<file path="src/rtl/sdc_pkg.sv">
package sdc_pkg;
   localparam int BANK_W   = 1;
   localparam int ROW_W    = 11;
   localparam int COL_W    = 8;
   localparam int DATA_W   = 16;
   localparam int BYTES    = DATA_W / 8;
   localparam int ADDR_W   = BANK_W + ROW_W + COL_W;
   localparam int PIN_A_W  = 12;
   localparam int BANK_PIN = PIN_A_W - 1;
   localparam int AP_BIT   = 10;
   localparam int CAS_LAT  = 3;

   // mode word: write burst mode, op mode, latency, wrap type, burst length
   localparam logic [PIN_A_W-1:0] MODE_WORD =
      {3'b000, 2'b00, 3'(CAS_LAT), 1'b0, 3'b000};

   typedef enum logic [2:0] {
      CMD_MRS = 3'b000,
      CMD_REF = 3'b001,
      CMD_PRE = 3'b010,
      CMD_ACT = 3'b011,
      CMD_WR  = 3'b100,
      CMD_RD  = 3'b101,
      CMD_BST = 3'b110,
      CMD_NOP = 3'b111
   } sdc_cmd_e;

   typedef enum logic [3:0] {
      ST_RESET,
      ST_PWRUP,
      ST_INIT_PRE_W,
      ST_INIT_REF_W,
      ST_INIT_MRS_W,
      ST_IDLE,
      ST_RCD_W,
      ST_RD_W,
      ST_WR_W,
      ST_PRE_W,
      ST_RFP_W
   } sdc_state_e;
endpackage

</file>
<file path="src/rtl/sdc_wait_timer.sv">
module sdc_wait_timer #(
   parameter int W = 8
) (
   input  logic         clk,
   input  logic         rst_n,
   input  logic         load,
   input  logic [W-1:0] load_val,
   output logic         done
);
   logic [W-1:0] cnt;

   if (W < 1) begin : g_bad_width
      $error("sdc_wait_timer: W must be at least 1");
   end

   always_ff @(posedge clk or negedge rst_n) begin
      if (!rst_n) begin
         cnt <= '0;
      end else if (load) begin
         cnt <= load_val;
      end else if (cnt != '0) begin
         cnt <= cnt - 1'b1;
      end
   end

   assign done = (cnt == '0);

   // a new wait must never cut a running one short
   assert_load_when_done_R8 : assert property (@(posedge clk) disable iff (!rst_n)
      load |-> done);
endmodule

</file>
<file path="src/rtl/sdc_refresh_timer.sv">
module sdc_refresh_timer #(
   parameter int PERIOD = 1950
) (
   input  logic clk,
   input  logic rst_n,
   input  logic run,
   input  logic ack,
   output logic pend
);
   localparam int CW = $clog2(PERIOD);

   if (PERIOD < 16) begin : g_bad_period
      $error("sdc_refresh_timer: PERIOD too small");
   end

   logic [CW-1:0] cnt;
   logic          tick;

   assign tick = run && (cnt == CW'(PERIOD - 1));

   always_ff @(posedge clk or negedge rst_n) begin
      if (!rst_n) begin
         cnt  <= '0;
         pend <= 1'b0;
      end else begin
         if (!run || tick) cnt <= '0;
         else              cnt <= cnt + 1'b1;
         if (tick)         pend <= 1'b1;
         else if (ack)     pend <= 1'b0;
      end
   end

   // a slot expiring while the previous request is still unserved loses a refresh
   assert_no_missed_refresh_R9 : assert property (@(posedge clk) disable iff (!rst_n)
      tick |-> (!pend || ack));
endmodule

</file>
<file path="src/rtl/sdc_rd_capture.sv">
module sdc_rd_capture #(
   parameter int LAT = 4,
   parameter int DW  = 16
) (
   input  logic          clk,
   input  logic          rst_n,
   input  logic          issue,
   input  logic [DW-1:0] dq_in,
   output logic          rd_valid,
   output logic [DW-1:0] rd_data
);
   if (LAT < 2) begin : g_bad_lat
      $error("sdc_rd_capture: LAT must be at least 2");
   end

   logic [LAT-1:0] sr;

   always_ff @(posedge clk or negedge rst_n) begin
      if (!rst_n) sr[0] <= 1'b0;
      else        sr[0] <= issue;
   end

   for (genvar i = 1; i < LAT; i++) begin : g_stage
      always_ff @(posedge clk or negedge rst_n) begin
         if (!rst_n) sr[i] <= 1'b0;
         else        sr[i] <= sr[i-1];
      end
   end

   always_ff @(posedge clk or negedge rst_n) begin
      if (!rst_n) begin
         rd_valid <= 1'b0;
         rd_data  <= '0;
      end else begin
         rd_valid <= sr[LAT-1];
         if (sr[LAT-1]) rd_data <= dq_in;
      end
   end

   // closed-page spacing leaves at most one read in the pipe
   assert_one_read_in_flight_R6 : assert property (@(posedge clk) disable iff (!rst_n)
      $onehot0(sr));
endmodule

</file>
<file path="src/rtl/sdc_ctrl.sv">
module sdc_ctrl
   import sdc_pkg::*;
#(
   parameter int CLK_MHZ   = 125,
   parameter int INIT_US   = 200,
   parameter int REF_DS    = 156,   // refresh slot in tenths of a microsecond
   parameter int T_RCD     = 3,
   parameter int T_RP      = 3,
   parameter int T_RC      = 9,
   parameter int T_WR      = 2,
   parameter int T_MRD     = 2,
   parameter int INIT_REFS = 2
) (
   input  logic        clk,
   input  logic        rst_n,
   input  logic        req_valid,
   input  logic        req_write,
   input  logic [19:0] req_addr,
   input  logic [15:0] req_wdata,
   input  logic [1:0]  req_be,
   output logic        req_ready,
   output logic        rd_valid,
   output logic [15:0] rd_data,
   output logic        init_done,
   output logic        sd_cs_n,
   output logic        sd_ras_n,
   output logic        sd_cas_n,
   output logic        sd_we_n,
   output logic [11:0] sd_addr,
   output logic [1:0]  sd_dqm,
   input  logic [15:0] sd_dq_in,
   output logic [15:0] sd_dq_out,
   output logic        sd_dq_oe
);
   localparam int INIT_CYC = CLK_MHZ * INIT_US;
   localparam int REF_CYC  = (CLK_MHZ * REF_DS) / 10;
   localparam int TW       = $clog2(INIT_CYC + 1);
   localparam int NW       = $clog2(INIT_REFS + 1);

   if (T_RCD < 1 || T_RP < 1 || T_RC < 1 || T_WR < 1 || T_MRD < 1) begin : g_bad_timing
      $error("sdc_ctrl: every timing parameter must be at least one clock");
   end
   if (INIT_REFS < 2) begin : g_bad_refs
      $error("sdc_ctrl: at least two initial refreshes are required");
   end
   if (T_RC >= INIT_CYC || T_RP >= INIT_CYC) begin : g_bad_init
      $error("sdc_ctrl: power-up wait shorter than a timing parameter");
   end
   if (ADDR_W != 20 || DATA_W != 16 || PIN_A_W != 12) begin : g_bad_geom
      $error("sdc_ctrl: port widths do not match the package geometry");
   end

   sdc_state_e          state, nxt_state;
   sdc_cmd_e            cmd_q, nxt_cmd;
   logic [PIN_A_W-1:0]  addr_q, nxt_addr;
   logic [BYTES-1:0]    dqm_q, nxt_dqm;
   logic                oe_q, nxt_oe, cs_n_q, init_q;
   logic [NW-1:0]       irefs;
   logic                t_load, t_done, rc_load, rc_done;
   logic [TW-1:0]       t_val;
   logic                ref_pend, ref_ack, rd_issue, accept, init_set, iref_inc;

   logic                hold_bank, hold_wr;
   logic [COL_W-1:0]    hold_col;
   logic [DATA_W-1:0]   hold_wdata;
   logic [BYTES-1:0]    hold_be;

   sdc_wait_timer #(.W(TW)) i_step_timer (
      .clk, .rst_n, .load(t_load), .load_val(t_val), .done(t_done));

   sdc_wait_timer #(.W(TW)) i_rc_timer (
      .clk, .rst_n, .load(rc_load), .load_val(TW'(T_RC - 1)), .done(rc_done));

   sdc_refresh_timer #(.PERIOD(REF_CYC)) i_ref_timer (
      .clk, .rst_n, .run(init_q), .ack(ref_ack), .pend(ref_pend));

   sdc_rd_capture #(.LAT(CAS_LAT + 1), .DW(DATA_W)) i_rd_capture (
      .clk, .rst_n, .issue(rd_issue), .dq_in(sd_dq_in),
      .rd_valid, .rd_data);

   assign req_ready = (state == ST_IDLE) && !ref_pend && rc_done;

   always_comb begin
      nxt_state = state;
      nxt_cmd   = CMD_NOP;
      nxt_addr  = '0;
      nxt_dqm   = '0;
      nxt_oe    = 1'b0;
      t_load    = 1'b0;
      t_val     = '0;
      rc_load   = 1'b0;
      ref_ack   = 1'b0;
      rd_issue  = 1'b0;
      accept    = 1'b0;
      init_set  = 1'b0;
      iref_inc  = 1'b0;
      unique case (state)
         ST_RESET: begin
            t_load    = 1'b1;
            t_val     = TW'(INIT_CYC - 1);
            nxt_state = ST_PWRUP;
         end
         ST_PWRUP: if (t_done) begin
            nxt_cmd          = CMD_PRE;
            nxt_addr[AP_BIT] = 1'b1;
            t_load           = 1'b1;
            t_val            = TW'(T_RP - 1);
            nxt_state        = ST_INIT_PRE_W;
         end
         ST_INIT_PRE_W: if (t_done && rc_done) begin
            nxt_cmd   = CMD_REF;
            rc_load   = 1'b1;
            iref_inc  = 1'b1;
            nxt_state = ST_INIT_REF_W;
         end
         ST_INIT_REF_W: if (rc_done) begin
            if (irefs < NW'(INIT_REFS)) begin
               nxt_cmd  = CMD_REF;
               rc_load  = 1'b1;
               iref_inc = 1'b1;
            end else begin
               nxt_cmd   = CMD_MRS;
               nxt_addr  = MODE_WORD;
               t_load    = 1'b1;
               t_val     = TW'(T_MRD - 1);
               nxt_state = ST_INIT_MRS_W;
            end
         end
         ST_INIT_MRS_W: if (t_done) begin
            init_set  = 1'b1;
            nxt_state = ST_IDLE;
         end
         ST_IDLE: if (rc_done) begin
            if (ref_pend) begin
               nxt_cmd          = CMD_PRE;
               nxt_addr[AP_BIT] = 1'b1;
               t_load           = 1'b1;
               t_val            = TW'(T_RP - 1);
               nxt_state        = ST_RFP_W;
            end else if (req_valid) begin
               accept                   = 1'b1;
               nxt_cmd                  = CMD_ACT;
               nxt_addr[ROW_W-1:0]      = req_addr[COL_W +: ROW_W];
               nxt_addr[BANK_PIN]       = req_addr[ADDR_W-1];
               rc_load                  = 1'b1;
               t_load                   = 1'b1;
               t_val                    = TW'(T_RCD - 1);
               nxt_state                = ST_RCD_W;
            end
         end
         ST_RCD_W: if (t_done) begin
            nxt_addr[COL_W-1:0] = hold_col;
            nxt_addr[BANK_PIN]  = hold_bank;
            t_load              = 1'b1;
            if (hold_wr) begin
               nxt_cmd   = CMD_WR;
               nxt_dqm   = ~hold_be;
               nxt_oe    = 1'b1;
               t_val     = TW'(T_WR - 1);
               nxt_state = ST_WR_W;
            end else begin
               nxt_cmd   = CMD_RD;
               rd_issue  = 1'b1;
               t_val     = TW'(CAS_LAT - 1);
               nxt_state = ST_RD_W;
            end
         end
         ST_RD_W, ST_WR_W: if (t_done) begin
            nxt_cmd          = CMD_PRE;
            nxt_addr[AP_BIT] = 1'b1;
            t_load           = 1'b1;
            t_val            = TW'(T_RP - 1);
            nxt_state        = ST_PRE_W;
         end
         ST_PRE_W: if (t_done) begin
            nxt_state = ST_IDLE;
         end
         ST_RFP_W: if (t_done && rc_done) begin
            nxt_cmd   = CMD_REF;
            rc_load   = 1'b1;
            ref_ack   = 1'b1;
            nxt_state = ST_IDLE;
         end
         default: nxt_state = ST_RESET;
      endcase
   end

   always_ff @(posedge clk or negedge rst_n) begin
      if (!rst_n) begin
         state      <= ST_RESET;
         cmd_q      <= CMD_NOP;
         addr_q     <= '0;
         dqm_q      <= '0;
         oe_q       <= 1'b0;
         cs_n_q     <= 1'b1;
         init_q     <= 1'b0;
         irefs      <= '0;
         hold_bank  <= 1'b0;
         hold_wr    <= 1'b0;
         hold_col   <= '0;
         hold_wdata <= '0;
         hold_be    <= '0;
      end else begin
         state  <= nxt_state;
         cmd_q  <= nxt_cmd;
         addr_q <= nxt_addr;
         dqm_q  <= nxt_dqm;
         oe_q   <= nxt_oe;
         cs_n_q <= 1'b0;
         if (init_set) init_q <= 1'b1;
         if (iref_inc) irefs  <= irefs + 1'b1;
         if (accept) begin
            hold_bank  <= req_addr[ADDR_W-1];
            hold_wr    <= req_write;
            hold_col   <= req_addr[COL_W-1:0];
            hold_wdata <= req_wdata;
            hold_be    <= req_be;
         end
      end
   end

   assign {sd_ras_n, sd_cas_n, sd_we_n} = cmd_q;
   assign sd_cs_n   = cs_n_q;
   assign sd_addr   = addr_q;
   assign sd_dq_out = hold_wdata;
   assign sd_dq_oe  = oe_q;
   assign init_done = init_q;

   for (genvar b = 0; b < BYTES; b++) begin : g_mask
      assign sd_dqm[b] = dqm_q[b];
   end

   assert_ready_after_init_R2 : assert property (@(posedge clk) disable iff (!rst_n)
      req_ready |-> init_done);

   assert_init_sticky_R2 : assert property (@(posedge clk) disable iff (!rst_n)
      init_done |=> init_done);

   assert_oe_only_on_write_R5 : assert property (@(posedge clk) disable iff (!rst_n)
      sd_dq_oe |-> (cmd_q == CMD_WR));

   assert_read_latency_R6 : assert property (@(posedge clk) disable iff (!rst_n)
      $past(cmd_q == CMD_RD && !sd_cs_n, CAS_LAT + 1) |-> rd_valid);

   assert_no_burst_stop_R3 : assert property (@(posedge clk) disable iff (!rst_n)
      !sd_cs_n |-> (cmd_q != CMD_BST));
endmodule

</file>
<file path="config.mk">
export PLATFORM = sky130hd
export DESIGN_NAME = sdc_ctrl
export DESIGN_NICKNAME = d
export VERILOG_FILES = /design/src/rtl/sdc_pkg.sv /design/src/rtl/sdc_wait_timer.sv /design/src/rtl/sdc_refresh_timer.sv /design/src/rtl/sdc_rd_capture.sv /design/src/rtl/sdc_ctrl.sv
export SDC_FILE = /design/constraint.sdc
export NUM_CORES = 1
export LEC_CHECK = 0
export ABC_AREA = 1
export BUFFER_PORTS_ARGS = -buffer_cell sky130_fd_sc_hd__buf_4
export CAP_MARGIN = 25
export CORE_ASPECT_RATIO = 0.6
export CORE_MARGIN = 4
export CORE_UTILIZATION = 40
export CTS_CLUSTER_SIZE = 20
export DETAILED_ROUTE_END_ITERATION = 7
export SLEW_MARGIN = 30
export SYNTH_ARGS = -nofsm -noshare
export SYNTH_HDL_FRONTEND = slang
export SYNTH_HIERARCHICAL = 1
export SYNTH_SLANG_ARGS = --single-unit
</file>
<file path="constraint.sdc">
create_clock -name clk -period 6.35 [get_ports clk]
set_input_delay 0.635 -clock clk [delete_from_list [all_inputs] [get_ports clk]]
set_output_delay 0.635 -clock clk [all_outputs]
set_load 0.01 [all_outputs]
</file>
==> metrics.md, run 1 <==
| Metric | Value |
|---|---|
| Max_cap viols | `0` |
| Setup Fix Bufs, Post-CTS | `0` |
| Pins over their slew limit | `0` |
| Crit path DAT | `approximately 3900 ps` |
| Cts hold-fix bufs | `0` |
| Post-synthesis xor/xnor area fraction | `under 10%` |
| Skew-Pair Late Insertion Delay | `410 ps` |
| Routed Antenna Nets | `0` |
| Iter 0 DRT Violations | `approximately 390` |
| Pleak | `a little under 0.004 uW` |
| RSZ-0062 raised after global routing | `false` |
| CTS root buf | `clkbuf_16` |
| Die H | `slightly above 100 um` |
| Hold Path Class | `in -> async` |
| Core box area | `around 15000 um^2` |
| #FFs+latches synth | `117` |
| Post-synth EDFFs | `0` |
| Clk buf depth | `2` |
| DRC viols | `0` |
| Post-DP HPWL | `10.36 mm` |
| Fin nets | `~930` |
| Dpl ws | `2732 ps` |
| Post-synth top flop | `dfrtp_1` |
| Startpoint types | `flip-flop` |
| Simple-gate share of the synthesized area | `between 30% and 40%` |
| Num Clock Sinks | `117` |
| Global route overflow | `0` |
| Routed via count | `4955` |
| Cts repair resizes | `0` |
| Pwr/cell area | `267.4 nW/um^2` |
| Synthesized netlist cell count | `730` |
| Outcome | `complete, no violations` |
| Synth warn | `6` |
| Post-Layout Inst Area | `7644 um^2` |
| Die Area | `17110 um^2` |
| Syn_area_per_cell | `8.230 um^2` |
| Die width | `166.2 um` |
| CTS tree | `yes` |
| Slew HR | `53.65%` |
| Layout cells sized above 1 | `around 25%` |
| Top Ports | `112` |
| Placer Congestion | `0.9080` |
| Clk slew on worst S/H paths | `about 60 ps` |
| Largest net degree at the start of global routing | `74` |
| Total CTS buffers | `17` |
| Initial antenna violation count | `0` |
| Unique masters post-synth | `44` |
| Maximum vdd drop | `0.0001717 V` |
| GRT Total Usage | `~17%` |
| # setup viols final | `0` |
| Cell Area, Synth | `6008 um^2` |
| Slew @ Worst Pin | `693.4 ps` |
| Crit. End Element | `flip-flop` |
| Adder-cell share of the synthesized area | `0.8330%` |
| Post-synthesis mux area share | `0%` |
| Hold Fails Final Rpt | `0` |
| First-pass DRT Iterations | `5` |
| Vias per cell | `4.601` |
| Port bufs | `111` |
| Clock skew | `about 11 ps` |
| Final core occ | `52.38%` |
| Compound-Gate Fraction of Synth Area | `5.852%` |
| Async S/R FF share, synth | `100.0%` |
| Setup TNS | `0 ps` |
| Peak fanout along the critical path | `30` |
| Antenna cells | `0` |
| Largest family of logic cells by synthesized area | `simple AND/OR/NAND/NOR gates` |
| Crit path kind | `reg -> reg` |
| Seq/Total Area, Yosys | `48.81%` |
| Final Critical Period | `approximately 3600 ps` |
| Final worst-path cycle share | `57.00%` |
| Post-DP Area | `7041 um^2` |
| Fin cells | `between 1000 and 1500` |
| Area growth, synth to finish | `27.22%` |
| Peak Freq | `around 0.28 GHz` |
| Inst Count DP | `approximately 1000` |
| Initial core utilization | `41.18%` |
| Post-route setup slack | `2731 ps` |
| Routed WL | `14.18 mm` |
| CTS HTree Levels | `4` |
| Drt wl/cell | `around 13 um` |
| Site Rows | `34` |
| Vias in the first global route | `4742` |
| First-pass GRT wire length | `23.64 mm` |
| Required time worst endpoint | `~6700 ps` |
## registers in the layout, summed over array words and instances, names as in the netlist, 2 cells and up
| register | flops |
|---|---|
| i_rd_capture/rd_data | 16 |
| hold_be | 2 |
| i_ref_timer/cnt | 11 |
| irefs | 2 |
| i_rc_timer/cnt | 15 |
| i_step_timer/cnt | 15 |
| sd_dq_out | 16 |
| cmd_q | 3 |
| hold_col | 8 |
| sd_dqm | 2 |
| state | 4 |
| sd_addr | 12 |
| i_rd_capture/sr | 4 |
## worst max-delay path: stages (launching register included)
cell and delay [ps]:
dfrtp_1 410, inv_1 110, ha_1 230, nand2_4 100
nor2_8 170, nand4_4 120, inv_1 210, inv_1 120
nor3b_1 250, nand2_2 410, nand3_1 710, inv_1 320
nand2_4 200, nand2_1 60, nand2_1 60, inv_1 40
## per-stage QoR
| stage | power, uW | hold WS [ps] |
|---|---|---|
| floorplan | 1013 | 331.2 |
| global placement | 1095 | 334.1 |
| detailed placement | 1098 | 334.7 |
| CTS | 2070 | 238.9 |
| global route | 2145 | 272.2 |
| finish | 2044 | 224.3 |
## worst paths after layout
check                                     endpoint  cells after the start                from  slack, ps
worst max-delay path             i_rc_timer/cnt[9]                     15   i_rc_timer/cnt[0]       2730
worst min-delay path            i_ref_timer/cnt[0]                      1               rst_n        220
worst max register to register   i_rc_timer/cnt[9]                     15   i_rc_timer/cnt[0]       2730
worst min register to register  i_rd_capture/sr[1]                      0  i_rd_capture/sr[0]        340
max in group asynchronous       i_rc_timer/cnt[13]                      2               rst_n       5040
min in group clk                i_rd_capture/sr[1]                      0  i_rd_capture/sr[0]        340
## cells in the mapped netlist, types with 2 or more instances
cell | instances | area, um^2
nand2_1 | 275 | 1032
dfrtp_1 | 113 | 2828
nor2_1 | 61 | 229.0
inv_1 | 59 | 221.5
nand3_1 | 41 | 205.2
o21ai_0 | 22 | 110.1
nor2_2 | 19 | 118.9
nand2_2 | 12 | 75.07
nor2_4 | 12 | 135.1
o21ai_1 | 12 | 60.06
xor2_1 | 8 | 70.07
a21oi_1 | 7 | 35.03
inv_2 | 7 | 26.28
xnor2_1 | 7 | 61.31
a22o_1 | 6 | 52.55
buf_6 | 6 | 67.56
nor3_1 | 6 | 30.03
buf_2 | 5 | 25.02
nand2_4 | 5 | 56.30
dfstp_2 | 4 | 105.1
ha_1 | 4 | 50.05
nand3_2 | 4 | 40.04
nand4_1 | 4 | 25.02
nand3_4 | 3 | 52.55
o21bai_1 | 3 | 22.52
a21oi_2 | 2 | 17.52
clkbuf_1 | 2 | 7.510
conb_1 | 2 | 7.510
nand3b_1 | 2 | 15.01
nand4_4 | 2 | 42.54
nor2_8 | 2 | 40.04
## per-layer routing
| metal | part of all wire [%] | global-route usage, % |
|---|---|---|
| met2 | 39 | 22.56 |
| met1 | 51 | 25.43 |
| met5 | 0 | 0 |
| met4 | 1.0 | 5.280 |
| met3 | 8.6 | 6.245 |
## area by class of cell
class                           count  area (um^2)
Sequential cell                   117         2933
Fill cell                        1363         6948
Timing Repair Buffer              112        844.6
Tap cell                          198        247.7
Multi-Input combinational cell    551         2768
Inverter                           67        256.5
Clock buffer                       17        425.4
Clock inverter                     15        168.9
## cells by family after synthesis
kind of cell | after synthesis
other cells | 2
flops | 117
simple gates | 452
buf+inv | 83
xor+xnor | 15
compound gates | 57
fa+ha+maj | 4
## report_power, final
part	internal, uW	total [uW]	leakage, uW	switching, uW
clock	587	957	0.000290	370
combinational	97.5	233	0.00213	135
sequential	794	854	0.00143	60.5
total	1480	2040	0.00385	566
## placed cells by master (no fill, tap or decap), types with 8 or more instances in the layout
cell and instances:
nor2_4 12, clkbuf_16 17, conb_1 23, nand3_1 40, inv_1 59, nor2_2 19, nand2_2 12, dfrtp_1 113
o21ai_1 12, nand2_1 275, nor2_1 61, xor2_1 8, buf_4 111, o21ai_0 22
(Power assumes the default switching activity.)
==> run 2, diff against run 1 <==
--- a/config.mk
+++ b/config.mk
@@ -5,7 +5,7 @@
 export SDC_FILE = /design/constraint.sdc
 export NUM_CORES = 1
 export LEC_CHECK = 0
-export ABC_AREA = 1
+export ABC_AREA = 0
 export BUFFER_PORTS_ARGS = -buffer_cell sky130_fd_sc_hd__buf_4
 export CAP_MARGIN = 25
 export CORE_ASPECT_RATIO = 0.6
==> constraint.sdc (replaced) <==
create_clock -name clk -period 3.79 [get_ports clk]
set_input_delay 0.379 -clock clk [delete_from_list [all_inputs] [get_ports clk]]
set_output_delay 0.379 -clock clk [all_outputs]
set_load 0.01 [all_outputs]
==> metrics.md, run 2 <==
| Metric | Value |
|---|---|
| Ranking of synthesized cells by area | `dfrtp_1 51%, mux2_2 5.5%, mux2_4 5.4%` |
| Iter 0 DRT Violations | `308 (-22%)` |
| Routed Antenna Nets | `0 (unchanged)` |
| Register area | `2933 um^2 (unchanged)` |
| Seq pwr share | `38.7% (-3.1 points)` |
| Pwr Total | `4333 uW (+110%)` |
| Met3 global-route usage | `3.602% (-2.6 points)` |
| Cell Area, Synth | `5577 um^2 (-7.2%)` |
| Slew HR | `44.08% (-9.6 points)` |
| Largest net degree at the start of global routing | `69 (-6.8%)` |
| Clk slew on worst S/H paths | `60 ps (about the same)` |
| Slew @ Worst Pin | `838.8 ps (+145.4 ps)` |
| Routed via count | `4043 (-18%)` |
| Num Clock Sinks | `117 (unchanged)` |
| Most Crowded Layer GR | `met2` |
| # setup viols final | `0 (unchanged)` |
| Setup crit start | `i_step_timer/cnt[0]` |
| Top cells by count, synth | `113 x dfrtp_1, 27 x mux2_2, 26 x nor2_1` |
| Port bufs | `111 (unchanged)` |
| Placer Congestion | `0.8272 (-8.9%)` |
| Unique masters post-synth | `76 (+73%)` |
| First-pass GRT wire length | `21.05 mm (-11%)` |
| Post-synth top flop | `dfrtp_1` |
| Drt wl/cell | `15.78 um (+20%)` |
| Global route overflow | `0 (unchanged)` |
| Outcome | `finished, violations left` |
| First-pass DRT Iterations | `4 (-1)` |
| Site Rows | `33 (-2.9%)` |
| Area growth, synth to finish | `29.68%` |
| Synthesized netlist cell count | `464 (-36%)` |
| Synth top area share | `50.71% (+3.6 points)` |
| Internal Power | `2974 uW (+100%)` |
| Skew-Pair Late Insertion Delay | `410 ps (about the same)` |
| Global-route met1 utilization | `23.24% (-2.2 points)` |
| Cts repair resizes | `0 (unchanged)` |
| Largest area contributor in the synthesized netlist | `dfrtp_1` |
| Sw frac | `31.36% (+3.7 points)` |
| CTS root buf | `clkbuf_16` |
| Vias in the first global route | `4089 (-14%)` |
| Setup Fix Bufs, Post-CTS | `0 (unchanged)` |
| Crit path DAT | `3570 ps (-350 ps)` |
| Hold Path Class | `in -> async` |
| Routed WL | `12.68 mm (-11%)` |
| Hold Fails Final Rpt | `45 (+45)` |
| Pleak | `0.003464 uW (-10%)` |
| RSZ-0062 raised after global routing | `false` |
| Top Ports | `112 (unchanged)` |
| Required time worst endpoint | `4080 ps (-2570 ps)` |
| Clock skew | `9.099 ps (-2.375 ps)` |
| Pwr/cell area | `599.2 nW/um^2 (+120%)` |
| Failing checks | `negative hold slack` |
| Combinational fraction of design power | `22.6% (+11 points)` |
| Setup TNS | `0 ps (unchanged)` |
| Initial antenna violation count | `0 (unchanged)` |
| Global-route met2 utilization | `25.06% (+2.5 points)` |
| Synth warn | `6 (unchanged)` |
| Die width | `160.4 um (-3.5%)` |
| Final hold slack | `-32.64 ps (-257.0 ps)` |
| Top-count cell post-synth | `dfrtp_1` |
| #FFs+latches synth | `117 (unchanged)` |
| Commonest non-fill, non-tap cells in the layout | `120 x buf_4, 113 x dfrtp_1, 27 x mux2_2, 26 x nor2_1, 23 x conb_1` |
| Cells on worst reg2reg path | `10 (-5)` |
| Maximum vdd drop | `0.0003025 V (+76%)` |
| Cts hold-fix bufs | `0 (unchanged)` |
| Initial core utilization | `40.80% (-0.37 points)` |
| CP Capture Point | `state[0]` |
| Die H | `99.46 um (-3.4%)` |
| Antenna cells | `0 (unchanged)` |
| Final core occ | `52.92% (+0.53 points)` |
| Area of the multi-input gates | `2472 um^2 (-11%)` |
| Layout cells sized above 1 | `37.32% (+12 points)` |
| Post-DP HPWL | `8.985 mm (-13%)` |
| Async S/R FF share, synth | `100.0% (unchanged)` |
| Clk buf depth | `2 (unchanged)` |
| FILL cells | `1169 (-14%)` |
| Vias per cell | `5.035 (+9.4%)` |
| DRC viols | `0 (unchanged)` |
| Max_cap viols | `0 (unchanged)` |
| Final worst-path cycle share | `86.42% (+29 points)` |
| Final Critical Period | `3275 ps (-344.0 ps)` |
| Crit. End Element | `flip-flop` |
| GRT Total Usage | `16.43% (-0.55 points)` |
| Total CTS buffers | `17 (unchanged)` |
| Fin nets | `660 (-29%)` |
| Core box area | `13670 um^2 (-6.3%)` |
| Post-synth EDFFs | `0 (unchanged)` |
| Seq/Total Area, Yosys | `52.59% (+3.8 points)` |
| Pins over their slew limit | `0 (unchanged)` |
| R2R setup slack | `510 ps (-2220 ps)` |
| Reg-to-Reg Start | `i_step_timer/cnt[0]` |
| P_sw | `1359 uW (+140%)` |
| RR Endpoint | `state[0]` |
| Peak Freq | `0.3053 GHz (+11%)` |
| Startpoint types | `flip-flop` |
| Commonest non-fill, non-tap cell in the layout | `buf_4` |
| Peak fanout along the critical path | `21 (-30%)` |
| Syn_area_per_cell | `12.02 um^2 (+46%)` |
| Clock network power share | `38.7% (-8.1 points)` |
| CTS tree | `yes` |
| Crit path kind | `reg -> reg` |
| Die Area | `15960 um^2 (-6.7%)` |
| CTS HTree Levels | `4 (unchanged)` |
-- run 2: changes by cell type after synthesis, moves of 9 or more --
cell and delta:
a21oi_1 +11, a22o_1 +13, inv_1 -45, mux2_2 +27, mux2_4 +20, nand2_1 -258, nand2_2 -12, nand3_1 -34
nor2_1 -35, nor2_2 -18, nor2_4 -12, o21ai_1 -11, o31ai_1 +12, or4_1 +9
-- run 2: worst max-delay path: stages, from the launching register on --
cell and delay (ps):
dfrtp_1 390, inv_1 100, ha_1 210, or4b_2 680, nor4_2 180, buf_4 300
nand2_1 80, a32oi_1 310, nand4b_1 180, nor2_1 340, mux2_2 380
-- run 2: cell families (layout without fill, tap and decap cells) --
group	count (synthesis)	count (layout)	synth area share [%]
muxes	52	52	11.76
other	2	23	0.1347
adders and majority gates	4	4	0.8975
buffers and inverters	42	168	4.487
DFF	117	117	52.59
and+or+nand+nor	127	127	14.31
xor gates and xnor gates	22	22	3.455
AOI/OAI and AO/OA	98	98	12.36
-- run 2: power groups by stage --
stage	Sequential, uW	Combinational (uW)	Clock (uW)
2_1_floorplan	1570	843	0
3_3_place_gp	1680	959	0
3_5_place_dp	1690	984	0
4_1_cts	1670	986	1710
5_1_grt	1710	1100	1770
6_report	1680	981	1680
-- run 2: cell type report --
cell class | count | area share [%]
flip-flops and latches | 117 | 40.55
clock inverters | 15 | 2.664
clock buffers | 17 | 5.882
inverters | 15 | 0.7785
well taps | 192 | 3.322
multi-input cells | 326 | 34.19
repair buffers | 121 | 12.61
-- run 2: worst min path at each step --
stage,start,end,slack (ps),cells after the start
2_1_floorplan,rst_n,hold_bank,80,0
3_3_place_gp,i_rd_capture/sr[2],i_rd_capture/sr[3],330,0
3_5_place_dp,i_rd_capture/sr[2],i_rd_capture/sr[3],340,0
4_1_cts,rst_n,i_step_timer/cnt[11],110,1
5_1_grt,rst_n,i_step_timer/cnt[11],20,1
6_report,rst_n,i_step_timer/cnt[11],-30,1
-- run 2: layer usage --
metal	part of all wire, %	up-vias
met5	0	-
met4	1.5	0
met3	5.8	18
met2	45	115
met1	48	1959
li1	-	1951
-- run 2: per-stage QoR --
stage	cell area [um^2]	instances	setup slack, ps
5_1_grt	7232	803	265.9
4_1_cts	7228	803	536.7
3_3_place_gp	6610	771	634.0
2_1_floorplan	5655	485	447.2
3_5_place_dp	6610	771	544.4
6_report	7232	803	514.8
==> run 3, diff against run 2 <==
==> constraint.sdc (replaced) <==
create_clock -name clk -period 2.99 [get_ports clk]
set_input_delay 0.299 -clock clk [delete_from_list [all_inputs] [get_ports clk]]
set_output_delay 0.299 -clock clk [all_outputs]
set_load 0.01 [all_outputs]
==> metrics.md, run 3 (synthesized netlist as in run 2, its figures left out) <==
| Metric | Value |
|---|---|
| Outcome | `complete, no violations` |
| Routed Antenna Nets | `0 (unchanged)` |
| DRC viols | `0 (unchanged)` |
| Die Area | `15960 um^2 (unchanged)` |
| Skew-Pair Late Insertion Delay | `410 ps (about the same)` |
| Max_cap viols | `0 (unchanged)` |
| Peak Freq | `0.3444 GHz (+13%)` |
| GRT Total Usage | `16.46% (+0.033 points)` |
| Register area | `2934 um^2 (about the same)` |
| Antenna cells | `0 (unchanged)` |
| Iter 0 DRT Violations | `204 (-34%)` |
| Top Ports | `112 (unchanged)` |
| Largest net degree at the start of global routing | `51 (-26%)` |
| Crit. End Element | `flip-flop` |
| Hold Path Class | `in -> reg` |
| Pins over their slew limit | `0 (unchanged)` |
| Num Clock Sinks | `117 (unchanged)` |
| Slew HR | `56.12% (+12 points)` |
| Slew @ Worst Pin | `658.1 ps (-180.7 ps)` |
| Area of the multi-input gates | `2525 um^2 (+2.1%)` |
| Crit path DAT | `3190 ps (-380 ps)` |
| Die width | `160.4 um (unchanged)` |
| RR Endpoint | `state[3]` |
| Clk slew on worst S/H paths | `60 ps (about the same)` |
| Initial antenna violation count | `0 (unchanged)` |
| Final worst-path cycle share | `97.11% (+11 points)` |
| Vias in the first global route | `4055 (-0.83%)` |
| Core box area | `13670 um^2 (unchanged)` |
| Setup crit start | `i_step_timer/cnt[0]` |
| Vias per cell | `5.014 (-0.42%)` |
| Layout cells sized above 1 | `39.71% (+2.4 points)` |
| Max stage delay on crit path | `520 ps (-160 ps)` |
| Critical-path cell with the highest stage delay | `or4b_4` |
| Required time worst endpoint | `3280 ps (-800 ps)` |
| First-pass DRT Iterations | `5 (+1)` |
| Reg-to-Reg Start | `i_step_timer/cnt[0]` |
| CP Capture Point | `state[3]` |
| Hold Path Depth | `2` |
| Final core occ | `54.02% (+1.1 points)` |
| Placer Congestion | `0.8685 (+5.0%)` |
| Startpoint types | `flip-flop` |
| Drt wl/cell | `15.78 um (about the same)` |
| # setup viols final | `0 (unchanged)` |
| Clock skew | `13.84 ps (+4.737 ps)` |
| First-pass GRT wire length | `21.07 mm (about the same)` |
| Cells on worst reg2reg path | `10 (unchanged)` |
| Port bufs | `111 (unchanged)` |
| Final hold slack | `104.7 ps (+137.3 ps)` |
| Peak fanout along the critical path | `9 (-57%)` |
| Pwr/cell area | `752.0 nW/um^2 (+25%)` |
| Global route overflow | `0 (unchanged)` |
| Commonest non-fill, non-tap cell in the layout | `buf_4` |
| CTS HTree Levels | `4 (unchanged)` |
| Die H | `99.46 um (unchanged)` |
| Clk buf depth | `2 (unchanged)` |
| FILL cells | `1151 (-1.5%)` |
| RSZ-0062 raised after global routing | `true` |
| Initial core utilization | `40.80% (unchanged)` |
| Crit-path cells | `inv_1 > ha_1 > or4b_4 > nor4_4 > buf_6 > nand2_1 > a32oi_1 > nand4b_1 > nor2_2 > mux2_2` |
| Maximum vdd drop | `0.0003571 V (+18%)` |
| Commonest non-fill, non-tap cells in the layout | `126 x buf_4, 112 x dfrtp_1, 27 x mux2_2, 25 x nor2_1, 23 x conb_1` |
| Hold Fails Final Rpt | `0 (-100%)` |
| Fin nets | `671 (+1.7%)` |
| R2R setup slack | `90 ps (-430 ps)` |
| CTS tree | `yes` |
| Area growth, synth to finish | `32.40%` |
| CTS root buf | `clkbuf_16` |
| Pleak | `0.003526 uW (+1.8%)` |
| Post-DP HPWL | `8.789 mm (-2.2%)` |
| Final Critical Period | `2903 ps (-371.7 ps)` |
| Routed via count | `4081 (+0.94%)` |
| Total CTS buffers | `17 (unchanged)` |
| Site Rows | `33 (unchanged)` |
| Crit path kind | `reg -> reg` |
| Routed WL | `12.85 mm (+1.4%)` |
==> run 3: cell types whose count changed in the layout (fill, tap and decap cells not counted), moves of 2 or more <==
cell,before,now
buf_12,0,2
inv_2,0,2
or4b_4,0,2
inv_1,14,12
inv_6,6,2
buf_4,120,126
clkinvlp_4,1,5
==> run 3: repair_timing <==
action	4_1_cts	5_1_grt
gates resized for setup	2	5
hold endpoints to repair	44	0
hold buffers	1	0
setup endpoints to repair	3	42
setup buffers	0	3
gates cloned	0	1
pin swaps	1	3
==> run 3: critical path, delay by kind of cell, from the launching register on <==
family                   cells  cell delay (ps)
multiplexers                 1              360
buffers and inverters        2              290
adder cells (fa/ha/maj)      1              200
AO/OA/AOI/OAI                1              250
flip-flops                   1              400
AND/OR/NAND/NOR              5             1290
==> run 3: how the worst min path moves through the flow <==
| stage | start | to | slack, ps |
|---|---|---|---|
| 5_1_grt | req_addr[15] | sd_addr[7] | 90 |
| 4_1_cts | req_addr[15] | sd_addr[7] | 90 |
| 6_report | req_addr[15] | sd_addr[7] | 100 |
| 3_3_place_gp | i_rd_capture/sr[2] | i_rd_capture/sr[3] | 340 |
| 3_5_place_dp | i_rd_capture/sr[1] | i_rd_capture/sr[2] | 340 |
| 2_1_floorplan | rst_n | hold_bank | 3 |
==> run 3: cell type report <==
cell class              count  share of cell area (%)
inverters                  15                  0.7965
clock buffers              17                   5.762
clock inverters            15                   2.457
multi-input cells         327                   34.20
well taps                 192                   3.254
repair buffers            131                   13.79
flip-flops and latches    117                   39.74
==> run 3: metrics by stage <==
step                      cell area (um^2)  worst slack, ps  TNS [ps]  power, uW  instances
after detailed placement              6710           -45.29    -83.00       3455        777
after global placement                6710           -7.205    -13.19       3428        777
final                                 7383            86.52         0       5552        814
after CTS                             7338            2.190         0       5584        810
after global routing                  7383           -14.85    -25.21       5890        814
after floorplan                       5709           -29.51    -34.61       3075        485
==> run 3: layer usage <==
metal	wire [um]	track usage (%)	vias to the layer above
met5	0	0	-
met4	57	5.023	0
met3	1149	6.832	4
met2	5177	21.53	134
met1	6463	24.54	1973
li1	-	-	1970
==> run 3: report_power, final <==
group | internal [uW] | switching [uW] | total (uW)
Combinational | 688 | 709 | 1400
Sequential | 1810 | 276 | 2090
Clock | 1310 | 753 | 2070
Total | 3810 | 1740 | 5550
